**src/rtl/arb_pkg.sv**
```systemverilog
`timescale 1ns/1ps
package arb_pkg;

    typedef enum logic [1:0] {
        ST_LOCAL  = 2'd0,
        ST_DRAIN  = 2'd1,
        ST_GRANT  = 2'd2,
        ST_REMOTE = 2'd3
    } arb_state_e;

    typedef struct packed {
        logic req;
        logic ack;
    } arb_in_t;

    typedef struct packed {
        logic grant;
        logic hold;
        logic drv_off;
        logic released;
    } arb_out_t;

    localparam int unsigned ARB_IN_W = $bits(arb_in_t);

    function automatic arb_in_t pins_to_active(input logic req_n, input logic ack_n);
        arb_in_t r;
        r.req = ~req_n;
        r.ack = ~ack_n;
        return r;
    endfunction

    function automatic arb_out_t decode_state(input arb_state_e st, input logic rel);
        arb_out_t o;
        o.grant    = (st == ST_GRANT);
        o.hold     = (st != ST_LOCAL);
        o.drv_off  = (st == ST_REMOTE);
        o.released = rel;
        return o;
    endfunction

endpackage

```
**src/rtl/arb_sync.sv**
```systemverilog
`timescale 1ns/1ps
module arb_sync #(
    parameter int unsigned WIDTH  = 2,
    parameter int unsigned STAGES = 2
) (
    input  logic             clk,
    input  logic             rst,
    input  logic [WIDTH-1:0] d_async,
    output logic [WIDTH-1:0] q_sync
);
    localparam int unsigned LAST = STAGES - 1;

    logic [WIDTH-1:0] chain [STAGES];

    always_ff @(posedge clk) begin
        if (rst) chain[0] <= '0;
        else     chain[0] <= d_async;
    end

    for (genvar s = 1; s < STAGES; s++) begin : g_stage
        always_ff @(posedge clk) begin
            if (rst) chain[s] <= '0;
            else     chain[s] <= chain[s-1];
        end
    end

    assign q_sync = chain[LAST];
endmodule

```
**src/rtl/arb_fsm.sv**
```systemverilog
`timescale 1ns/1ps
module arb_fsm
    import arb_pkg::*;
(
    input  logic     clk,
    input  logic     rst,
    input  arb_in_t  seen,
    input  logic     loc_busy,
    output arb_out_t outs
);
    arb_state_e state_q, state_d;
    logic       rel_q;

    always_comb begin
        state_d = state_q;
        case (state_q)
            ST_LOCAL:  if (seen.req) state_d = ST_DRAIN;
            ST_DRAIN: begin
                if (!seen.req)     state_d = ST_LOCAL;
                else if (!loc_busy) state_d = ST_GRANT;
            end
            ST_GRANT: begin
                if (seen.ack)      state_d = ST_REMOTE;
                else if (!seen.req) state_d = ST_LOCAL;
            end
            ST_REMOTE: if (!seen.ack) state_d = ST_LOCAL;
            default:   state_d = ST_LOCAL;
        endcase
    end

    always_ff @(posedge clk) begin
        if (rst) begin
            state_q <= ST_LOCAL;
            rel_q   <= 1'b0;
        end else begin
            state_q <= state_d;
            rel_q   <= (state_q == ST_DRAIN) && (state_d == ST_GRANT);
        end
    end

    assign outs = decode_state(state_q, rel_q);


    grant_vs_off_chk: assert property (@(posedge clk) disable iff (rst)
        !(outs.grant && outs.drv_off));

    off_needs_hold_chk: assert property (@(posedge clk) disable iff (rst)
        outs.drv_off |-> outs.hold);

    grant_after_idle_chk: assert property (@(posedge clk) disable iff (rst)
        $rose(outs.grant) |-> $past(!loc_busy));

    hold_after_req_chk: assert property (@(posedge clk) disable iff (rst)
        $rose(outs.hold) |-> $past(seen.req));

    release_pulse_chk: assert property (@(posedge clk) disable iff (rst)
        outs.released |=> !outs.released);

    off_from_grant_chk: assert property (@(posedge clk) disable iff (rst)
        $rose(outs.drv_off) |-> $past(outs.grant));

    remote_keeps_chk: assert property (@(posedge clk) disable iff (rst)
        (outs.drv_off && seen.ack) |=> outs.drv_off);

    withdraw_chk: assert property (@(posedge clk) disable iff (rst)
        (outs.grant && !seen.req) |=> !outs.grant);
endmodule

```
**src/rtl/arb_handshake.sv**
```systemverilog
`timescale 1ns/1ps
module arb_handshake
    import arb_pkg::*;
#(
    parameter int unsigned SYNC_STAGES = 2
) (
    input  logic clk,
    input  logic rst,
    input  logic bus_req_n,
    input  logic grant_ack_n,
    input  logic loc_busy,
    output logic bus_grant_n,
    output logic loc_hold,
    output logic loc_drv_off,
    output logic loc_released
);
    arb_in_t  raw_act;
    arb_in_t  seen;
    arb_out_t outs;

    assign raw_act = pins_to_active(bus_req_n, grant_ack_n);

    arb_sync #(
        .WIDTH (ARB_IN_W),
        .STAGES(SYNC_STAGES)
    ) u_sync (
        .clk    (clk),
        .rst    (rst),
        .d_async(raw_act),
        .q_sync (seen)
    );

    arb_fsm u_fsm (
        .clk     (clk),
        .rst     (rst),
        .seen    (seen),
        .loc_busy(loc_busy),
        .outs    (outs)
    );

    assign bus_grant_n  = ~outs.grant;
    assign loc_hold     = outs.hold;
    assign loc_drv_off  = outs.drv_off;
    assign loc_released = outs.released;
endmodule

```
**config.mk**
```make
export PLATFORM = sky130hd
export DESIGN_NAME = arb_handshake
export DESIGN_NICKNAME = d
export VERILOG_FILES = /design/src/rtl/arb_pkg.sv /design/src/rtl/arb_sync.sv /design/src/rtl/arb_fsm.sv /design/src/rtl/arb_handshake.sv
export SDC_FILE = /design/constraint.sdc
export NUM_CORES = 1
export LEC_CHECK = 0
export CAP_MARGIN = 10
export CORE_AREA = 2 2 39 41
export CTS_BUF_LIST = sky130_fd_sc_hd__clkbuf_16
export DETAILED_ROUTE_END_ITERATION = 6
export DIE_AREA = 0 0 41 43
export REMOVE_ABC_BUFFERS = 1
export SLEW_MARGIN = 20
export SYNTH_ARGS = -nofsm -noshare
export SYNTH_HDL_FRONTEND = slang
export SYNTH_SLANG_ARGS = --single-unit
export TNS_END_PERCENT = 50
```
**constraint.sdc**
```tcl
create_clock -name clk -period 0.88 [get_ports clk]
set_input_delay 0.176 -clock clk [delete_from_list [all_inputs] [get_ports clk]]
set_output_delay 0.176 -clock clk [all_outputs]
set_load 0.1 [all_outputs]
```
==> reports/metrics.cfg <==
[outcome]
status = complete, but fails checks
violations = setup timing

[floorplan]
fp.dieH_um = 43
die-area_mm2 = 0.00176
initial_core_util = 0.174
rows = 14
die_w_um = 41
core_mm2 = 0.00138
ios = 9

[place]
post-place-ws_ps = -185
port_buffers = 8
gp_congestion = 0.602
place_area_um2 = 403
placedCellCount = 50

[finish]
nets = 45
areaGrowthSynthToFinish_pct = 122
fill_cells = 137
stdcell_count = 55
utilization = 0.385
n_antenna_cell = 0
multiInputGateArea_um2 = 130
drive_above_1_share = 0.564
stdcell_area_um2 = 533
seqCellArea_um2 = 146

[worst_setup_path]
critPathArrivalTime_ps = 960
crit_required_ps = 700
worst_setup_path_start_kind = register
crit_fanout = 3
path_class = register to primary output
crit_path_end_kind = primary output

[timing]
setup_ws_ps = -254
tns_ps = -983
period_share = 1.29
hold_viol_final = 0
fmax_mhz = 882
relSlewSlack = 0.806
clock_skew_ps = 0.559
whs_ps = 432
period_needed_ps = 1130
worstMarginPinSlew_ps = 289
grt_setup_unrepaired = true
setup_violations = 7
slew_violations = 0

[grt]
grt_max_degree = 8
grt_pass1_wl_um = 703
grt_usage = 0.0614
antenna_found_initial = 0
grt-ovfl-total = 0
first_global_vias = 179

[cts]
cts.path.max_buffers = 2
holdBufCountCts = 0
clk_transition_reported_paths_ps = 30
cts_sinks = 7
clock_latency_ps = 230
cts-root-buf = clkbuf_16
cts_tree = done
htree_levels = 1
numCtsBuffers = 3

[drt]
vias = 204
avgViaCountPerCell = 3.71
wirelength_um = 432
drt_iter0_drc = 0
drc = 0
ant_nets = 0
detail_route.wl_per_cell_um = 7.85
dr.pass1.iters = 1

[power_and_ir_drop]
leakagePower_nw = 0.228
power_mw = 1.14
powerDensity_mw_per_mm2 = 2130
ir_drop_uv = 2030

[synth]
synthCells = 23
ys_seq_area_frac = 0.583
syn_area_um2 = 240
avgSynthCellArea_um2 = 10.4
yosysUniqueCellTypes = 11
ys_warn_count = 0
ys_ff_latch = 7

[hold_path]
hold_class = register to register

[job]
maxCapViolCount = 0

## final timing paths
check,startpoint,endpoint,slack (ps),depth (start not counted)
setup / recovery,u_fsm.state_q[1]$_SDFF_PP0_,loc_hold,-250,2
hold / removal,u_sync.chain[0][0]$_SDFF_PP0_,u_sync.chain[1][0]$_SDFF_PP0_,430,1
setup reg to reg,u_fsm.state_q[1]$_SDFF_PP0_,u_fsm.state_q[1]$_SDFF_PP0_,-100,5
hold reg to reg,u_sync.chain[0][0]$_SDFF_PP0_,u_sync.chain[1][0]$_SDFF_PP0_,430,1
## cell usage after synthesis
| library cell | number | area (um2) |
|---|---|---|
| nor2_1 | 4 | 15.0 |
| nor2b_2 | 1 | 8.76 |
| nand2b_1 | 2 | 12.5 |
| nand2b_4 | 1 | 13.8 |
| nor2b_1 | 3 | 18.8 |
| dfxtp_1 | 7 | 140 |
| and2_2 | 1 | 7.51 |
| or2_2 | 1 | 6.26 |
| o21ai_0 | 1 | 5.00 |
| a21oi_1 | 1 | 5.00 |
| a22oi_1 | 1 | 7.51 |
## power by group
part | switching (mW) | internal (mW) | total [mW] | leakage (nW)
logic | 0.0267 | 0.0385 | 0.0652 | 0.127
clock network | 0.153 | 0.589 | 0.742 | 0.0423
registers | 0.00361 | 0.326 | 0.330 | 0.0591
## registers in the layout, summed over array words and instances (netlist names)
signal         cells
u_fsm.rel_q        1
u_fsm.state_q      2
u_sync.chain       4
## cell type report
cell class,count,share of cell area
Sequential cell,7,0.275
Clock inverter,1,0.00704
Timing Repair Buffer,12,0.296
Multi-Input combinational cell,16,0.244
Clock buffer,3,0.141
Tap cell,16,0.0376
## critical path, cell delays in order, from the launching register on
cell and delay, ps:
dfxtp_4 330, or2_4 230, buf_12 160
## cell families after synthesis
group / after synthesis / share of synthesized area
flip-flops: 7 / 0.583
AND/OR/NAND/NOR: 13 / 0.344
AO/OA/AOI/OAI: 3 / 0.0729
## layer usage
metal	global-route usage	vias to the layer above	share of wire
met1	0.0777	91	0.40
met2	0.0781	8	0.53
met5	0	-	0
met3	0.0471	0	0.069
met4	0.0200	0	0
li1	-	105	-
## timing repair
action / in CTS / in global routing
endpoints found under the setup margin: 7 / 7
setup buffers: 1 / 0
gates resized for setup: 11 / 3
hold endpoints to repair: 0 / 0
pin swaps: 0 / 0
## cell usage in the layout, fill, tap and decap left out, types with 2 or more instances in the layout
| cell type | instances |
|---|---|
| buf_4 | 2 |
| nor2_1 | 3 |
| clkbuf_16 | 3 |
| buf_6 | 2 |
| nor2b_1 | 3 |
| dfxtp_1 | 4 |
| dfxtp_2 | 2 |
| clkdlybuf4s50_1 | 4 |
| buf_12 | 4 |
| nand2b_4 | 3 |
Note: power is estimated with default switching activity, not from simulation.
